## src/rtl/sfp_pkg.sv

```systemverilog
package sfp_pkg;

   typedef enum logic [1:0] {
      RATE_32K = 2'd0,
      RATE_16K = 2'd1,
      RATE_8K  = 2'd2,
      RATE_7K2 = 2'd3
   } rate_e;

   typedef struct packed {
      logic  halt;
      rate_e rate;
   } ctrl_t;

   localparam ctrl_t CTRL_RESET = '{halt: 1'b1, rate: RATE_7K2};

   function automatic int unsigned rate_hz(input int unsigned idx);
      case (idx)
         0:       return 32000;
         1:       return 16000;
         2:       return 8000;
         default: return 7200;
      endcase
   endfunction

   // nearest integer number of E periods per sample
   function automatic int unsigned rate_tc(input int unsigned e_hz, input int unsigned idx);
      return (e_hz + rate_hz(idx) / 2) / rate_hz(idx);
   endfunction

endpackage

```

## src/rtl/sfp_fifo.sv

```systemverilog
module sfp_fifo #(
   parameter int unsigned DW    = 8,
   parameter int unsigned DEPTH = 16
) (
   input  logic          clk,
   input  logic          rst_n,
   input  logic          push,
   input  logic [DW-1:0] wdata,
   input  logic          pop,
   output logic [DW-1:0] head,
   output logic          empty,
   output logic          full
);
   localparam int unsigned AW = (DEPTH > 1) ? $clog2(DEPTH) : 1;
   localparam int unsigned CW = $clog2(DEPTH + 1);

   if (DEPTH < 2) begin : g_bad_depth
      $error("sfp_fifo: DEPTH must be at least 2");
   end
   if (DW < 1) begin : g_bad_width
      $error("sfp_fifo: DW must be at least 1");
   end

   logic [DW-1:0] mem [DEPTH];
   logic [AW-1:0] wr_ptr, rd_ptr, wr_nxt, rd_nxt;
   logic [CW-1:0] level;
   logic          push_ok, pop_ok;

   assign push_ok = push && !full;
   assign pop_ok  = pop && !empty;
   assign empty   = (level == '0);
   assign full    = (level == CW'(DEPTH));
   assign head    = mem[rd_ptr];

   if ((1 << AW) == DEPTH) begin : g_pow2
      assign wr_nxt = wr_ptr + 1'b1;
      assign rd_nxt = rd_ptr + 1'b1;
   end else begin : g_wrap
      assign wr_nxt = (wr_ptr == AW'(DEPTH - 1)) ? '0 : wr_ptr + 1'b1;
      assign rd_nxt = (rd_ptr == AW'(DEPTH - 1)) ? '0 : rd_ptr + 1'b1;
   end

   always_ff @(posedge clk) begin
      if (push_ok) mem[wr_ptr] <= wdata;
   end

   always_ff @(posedge clk) begin
      if (!rst_n) begin
         wr_ptr <= '0;
         rd_ptr <= '0;
         level  <= '0;
      end else begin
         if (push_ok) wr_ptr <= wr_nxt;
         if (pop_ok)  rd_ptr <= rd_nxt;
         case ({push_ok, pop_ok})
            2'b10:   level <= level + 1'b1;
            2'b01:   level <= level - 1'b1;
            default: level <= level;
         endcase
      end
   end
endmodule

```

## src/rtl/sfp_rate_gen.sv

```systemverilog
module sfp_rate_gen
   import sfp_pkg::*;
#(
   parameter int unsigned E_HZ = 1000000
) (
   input  logic  clk,
   input  logic  rst_n,
   input  logic  bus_e,
   input  logic  enable,
   input  rate_e sel,
   input  logic  restart,
   output logic  strobe
);
   localparam int unsigned TC_MAX = rate_tc(E_HZ, 3);
   localparam int unsigned CW     = $clog2(TC_MAX + 1);

   if (rate_tc(E_HZ, 0) < 2) begin : g_bad_clock
      $error("sfp_rate_gen: E_HZ too low for the fastest rate");
   end

   logic [CW-1:0] tc_lut [4];
   for (genvar g = 0; g < 4; g++) begin : g_tc
      assign tc_lut[g] = CW'(rate_tc(E_HZ, g));
   end

   logic [CW-1:0] cnt;
   logic          e_q, pend, e_fall;

   assign e_fall = e_q && !bus_e;
   assign strobe = pend && !bus_e && enable;

   always_ff @(posedge clk) begin
      if (!rst_n) begin
         e_q  <= 1'b1;
         cnt  <= '0;
         pend <= 1'b0;
      end else begin
         e_q <= bus_e;
         if (restart || !enable) begin
            cnt  <= '0;
            pend <= 1'b0;
         end else begin
            if (strobe) pend <= 1'b0;
            if (e_fall) begin
               if (cnt == tc_lut[sel] - CW'(1)) begin
                  cnt  <= '0;
                  pend <= 1'b1;
               end else begin
                  cnt <= cnt + 1'b1;
               end
            end
         end
      end
   end
endmodule

```

## src/rtl/sfp_bus_regs.sv

```systemverilog
module sfp_bus_regs
   import sfp_pkg::*;
(
   input  logic       clk,
   input  logic       rst_n,
   input  logic       bus_sel,
   input  logic       bus_we,
   input  logic       bus_addr,
   input  logic [7:0] bus_wdata,
   input  logic       fifo_empty,
   input  logic       fifo_full,
   output logic       push,
   output logic       ctrl_wr,
   output ctrl_t      ctrl,
   output logic [7:0] bus_rdata
);
   assign push    = bus_sel && bus_we && !bus_addr;
   assign ctrl_wr = bus_sel && bus_we && bus_addr;

   always_ff @(posedge clk) begin
      if (!rst_n)       ctrl <= CTRL_RESET;
      else if (ctrl_wr) ctrl <= ctrl_t'(bus_wdata[2:0]);
   end

   always_comb begin
      if (bus_addr) bus_rdata = {5'b0, ctrl};
      else          bus_rdata = {6'b0, fifo_full, fifo_empty};
   end
endmodule

```

## src/rtl/sample_fifo_player.sv

```systemverilog
module sample_fifo_player
   import sfp_pkg::*;
#(
   parameter int unsigned DEPTH = 16,
   parameter int unsigned E_HZ  = 1000000
) (
   input  logic       clk,
   input  logic       rst_n,
   input  logic       bus_e,
   input  logic       bus_sel,
   input  logic       bus_we,
   input  logic       bus_addr,
   input  logic [7:0] bus_wdata,
   output logic [7:0] bus_rdata,
   output logic [7:0] dac_data,
   output logic       dac_strobe
);
   logic       fifo_empty, fifo_full, push_req, ctrl_wr, halt;
   logic [7:0] fifo_head;
   ctrl_t      ctrl_q;

   assign halt = ctrl_q.halt;

   sfp_bus_regs u_regs (
      .clk        (clk),
      .rst_n      (rst_n),
      .bus_sel    (bus_sel),
      .bus_we     (bus_we),
      .bus_addr   (bus_addr),
      .bus_wdata  (bus_wdata),
      .fifo_empty (fifo_empty),
      .fifo_full  (fifo_full),
      .push       (push_req),
      .ctrl_wr    (ctrl_wr),
      .ctrl       (ctrl_q),
      .bus_rdata  (bus_rdata)
   );

   sfp_fifo #(.DW(8), .DEPTH(DEPTH)) u_fifo (
      .clk   (clk),
      .rst_n (rst_n),
      .push  (push_req),
      .wdata (bus_wdata),
      .pop   (dac_strobe),
      .head  (fifo_head),
      .empty (fifo_empty),
      .full  (fifo_full)
   );

   sfp_rate_gen #(.E_HZ(E_HZ)) u_rate (
      .clk     (clk),
      .rst_n   (rst_n),
      .bus_e   (bus_e),
      .enable  (!halt),
      .sel     (ctrl_q.rate),
      .restart (ctrl_wr),
      .strobe  (dac_strobe)
   );

   always_ff @(posedge clk) begin
      if (!rst_n)                         dac_data <= '0;
      else if (dac_strobe && !fifo_empty) dac_data <= fifo_head;
   end
endmodule

```

## config.mk

```make
export PLATFORM = sky130hd
export DESIGN_NAME = sample_fifo_player
export DESIGN_NICKNAME = d
export VERILOG_FILES = /design/src/rtl/sfp_pkg.sv /design/src/rtl/sfp_fifo.sv /design/src/rtl/sfp_rate_gen.sv /design/src/rtl/sfp_bus_regs.sv /design/src/rtl/sample_fifo_player.sv
export SDC_FILE = /design/constraint.sdc
export NUM_CORES = 1
export LEC_CHECK = 0
export ABC_AREA = 1
export CORE_MARGIN = 2
export CORE_UTILIZATION = 35
export DETAILED_ROUTE_END_ITERATION = 10
export GPL_ROUTABILITY_DRIVEN = 0
export PLACE_DENSITY = 0.54
export SLEW_MARGIN = 20
export SYNTH_ARGS = -nofsm -noshare
export SYNTH_HDL_FRONTEND = slang
export SYNTH_HIERARCHICAL = 1
export SYNTH_SLANG_ARGS = --single-unit
```

## constraint.sdc

```tcl
create_clock -name clk -period 4.6 [get_ports clk]
set_input_delay 0.46 -clock clk [delete_from_list [all_inputs] [get_ports clk]]
set_output_delay 0.46 -clock clk [all_outputs]
set_load 0.02 [all_outputs]
```

==> flow_metrics.py <==
metrics = {
    "placed_design": {
        "portBuffers": 25,
        "place_area_mm2": 0.007820,
        "dp.cells": 930,
        "pre_cts_slack_ns": 1.272,
        "hpwl_mm": 10.38,
    },
    "grt": {
        "grt_pass1_wl_mm": 24.94,
        "grt_max_degree": 76,
        "first_global_vias": 4596,
        "antenna_found_initial": 0,
        "grt_usage_pct": 14.85,
        "overflow": 0,
    },
    "die": {
        "die_w_um": 149.1,
        "die_h_um": 149.1,
        "io_pins": 31,
        "fp.dieArea_mm2": 0.02222,
        "coreArea_mm2": 0.02082,
        "row_count": 53,
        "start_util_pct": 35.37,
    },
    "sta": {
        "drv_slew": 0,
        "min_period_ns": 3.029,
        "hold_ws_ns": 0.4845,
        "rsz0062_at_grt": "false",
        "slew_headroom_pct": 36.01,
        "hold_viol": 0,
        "setup_viol": 0,
        "fin_skew_ns": 0.006792,
        "max_freq_ghz": 0.3301,
        "fin_tns_setup_ns": 0,
        "tightest_slew_ns": 0.9564,
        "period_share_pct": 65.86,
        "fin_ws_ns": 1.571,
    },
    "cts": {
        "clockBufferDepth": 2,
        "cts.repair.resized": 0,
        "insertion_delay_ns": 0.42,
        "cts_root_buf": "clkbuf_16",
        "numCtsBuffers": 17,
        "ctsHoldBuffers": 0,
        "cts_tree": "built",
        "clkSinkCount": 166,
        "cts-htree-levels": 4,
        "clk_pin_slew_ns": 0.06,
        "post_cts_buffers": 0,
    },
    "layout": {
        "antenna_cells": 0,
        "layout.nets": 700,
        "num-fill-cells": 2014,
        "fin_util_pct": 40.28,
        "syn2layout_area_growth_pct": 13.90,
        "fin_cells": 961,
        "final_area_mm2": 0.008388,
        "drive_gt1_share_pct": 10.64,
    },
    "hold_path": {
        "hold_path_class": "flip-flop to flip-flop",
        "min_to": "dac_data[6]",
        "whs_path_depth": 2,
        "hp-start": "dac_data[6]",
    },
    "routing": {
        "firstDrtPassIters": 5,
        "vias": 4660,
        "wire_per_inst_um": 16.32,
        "drt_wl_total_mm": 15.68,
        "drt_iter0_drc": 314,
        "viasPerCell": 4.849,
        "ant_nets": 0,
        "drcViolationCount": 0,
    },
    "pwr": {
        "sw_frac_of_total_pct": 20.07,
        "p_comb_share_pct": 3.8,
        "power_density_mw_per_mm2": 372.2,
        "vdd_ir_drop_max_mv": 0.2354,
        "p_leak_nw": 2.996,
        "power.total_mw": 3.122,
        "p_clk_share_pct": 44.1,
        "p_int_mw": 2.495,
        "power_switching_uw": 626.7,
        "seqPwrFrac_pct": 52.2,
    },
    "worst_setup_path": {
        "critical_path.endpoint_type": "output port",
        "r2r-start": "u_regs/ctrl[2]",
        "worst_r2r_path_depth": 15,
        "cp_max_fo": 11,
        "worstReg2RegEnd": "u_fifo/level[4]",
        "cp.arrival_ns": 2.57,
        "worst_setup_path_start_kind": "input pin",
        "worstPathRequired_ns": 4.14,
        "critical_path_class": "input pin to output port",
        "r2r_setup_slack_ns": 1.95,
    },
    "yosys": {
        "synth-edff-count": 128,
        "synth.distinct_cells": 37,
        "synth-seq-cells": 166,
        "yosysTopAreaCellShare_pct": 52.19,
        "ys_seq_area_share_pct": 62.52,
        "synth_area_leader_cell": "edfxtp_1",
        "synthCells": 652,
        "ys.flop_type": "edfxtp_1",
        "synth_area_leaders": "edfxtp_1 (52%), dfxtp_1 (10%), mux2i_1 (4.5%), inv_1 (4.1%), o211ai_1 (3.3%)",
        "synthArstFlopShare_pct": 0,
        "synth.avg_cell_area_um2": 11.30,
        "ys_warn_count": 6,
        "syn-cell-area_mm2": 0.007365,
    },
    "job": {
        "cap_violations": 0,
    },
    "outcome": {
        "outcome": "finished, final reports clean",
    },
}
cell usage after synthesis, types with 6 or more instances:
cell / count
clkbuf_1: 10
o21ai_1: 13
buf_6: 6
buf_4: 6
mux2i_1: 33
edfxtp_1: 128
a21oi_1: 41
buf_2: 6
dfxtp_1: 38
o21ai_0: 39
nand4_1: 10
inv_2: 6
o211ai_1: 32
nand2_1: 57
nor2_2: 12
nor2_1: 56
inv_1: 80
nand3_1: 29
ha_1: 12
cell families after synthesis:
family | count (synthesis) | share of synthesized area [%]
mux | 33 | 4.485
buf+inv | 119 | 7.153
fa+ha+maj | 12 | 2.039
compound gates | 129 | 10.06
xor+xnor | 8 | 1.053
simple gates | 184 | 12.64
flops | 166 | 62.52
other cells | 1 | 0.05092
layout by cell type (no fill, tap or decap), types with 12 or more instances in the layout:
master           instances
a21oi_1                 41
clkbuf_16               17
clkdlybuf4s50_1         25
dfxtp_1                 37
edfxtp_1               128
ha_1                    12
inv_1                   80
mux2i_1                 33
nand2_1                 57
nand3_1                 29
nor2_1                  56
nor2_2                  12
o211ai_1                32
o21ai_0                 39
o21ai_1                 13
state kept, by name, indices dropped and copies added, names as in the netlist, named ones only:
signal	count
u_fifo/mem	128
u_fifo/wr_ptr	4
u_rate/e_q	1
u_rate/cnt	8
u_fifo/level	5
u_regs/ctrl	3
dac_data	8
u_rate/pend	1
u_fifo/rd_ptr	4
layer usage:
layer	routed length (µm)	track usage, %	up-vias	part of all wire (%)
met2	7850	25.02	67	50
met4	156	3.857	0	0.99
li1	-	-	2290	-
met5	0	0	-	0
met3	474	3.639	16	3.0
met1	7199	19.23	2287	46
power groups by stage:
stage / sequential [mW] / clock [mW] / combinational, mW
after global placement: 1.66 / 0 / 0.115
after CTS: 1.63 / 1.40 / 0.120
after detailed placement: 1.66 / 0 / 0.119
after global routing: 1.63 / 1.47 / 0.133
final: 1.63 / 1.38 / 0.117
after floorplan: 1.66 / 0 / 0.0677
critical path: stages:
cell             delay (ns)
clkdlybuf4s50_1        0.57
nor2_1                 0.77
clkdlybuf4s50_1        0.77
cell type report:
type	instances	area [µm²]	share of cell area, %
tap	275	344.1	4.102
inverter	89	339.1	4.042
clock inverter	13	138.9	1.656
timing repair buffer	29	280.3	3.341
sequential	166	4608	54.94
clock buffer	18	429.2	5.116
multi-input combinational	371	2248	26.80
worst max path at each step:
stage / from / slack, ns / depth (start not counted) / endpoint
after global routing: bus_e / 1.45 / 3 / dac_strobe
after global placement: bus_e / 1.41 / 14 / u_fifo/level[4]
after detailed placement: bus_e / 1.27 / 14 / u_fifo/level[4]
after floorplan: bus_e / 2.34 / 13 / u_fifo/level[4]
final: bus_e / 1.57 / 3 / dac_strobe
after CTS: bus_e / 1.56 / 3 / dac_strobe
Power figures use the tool's default switching activity.
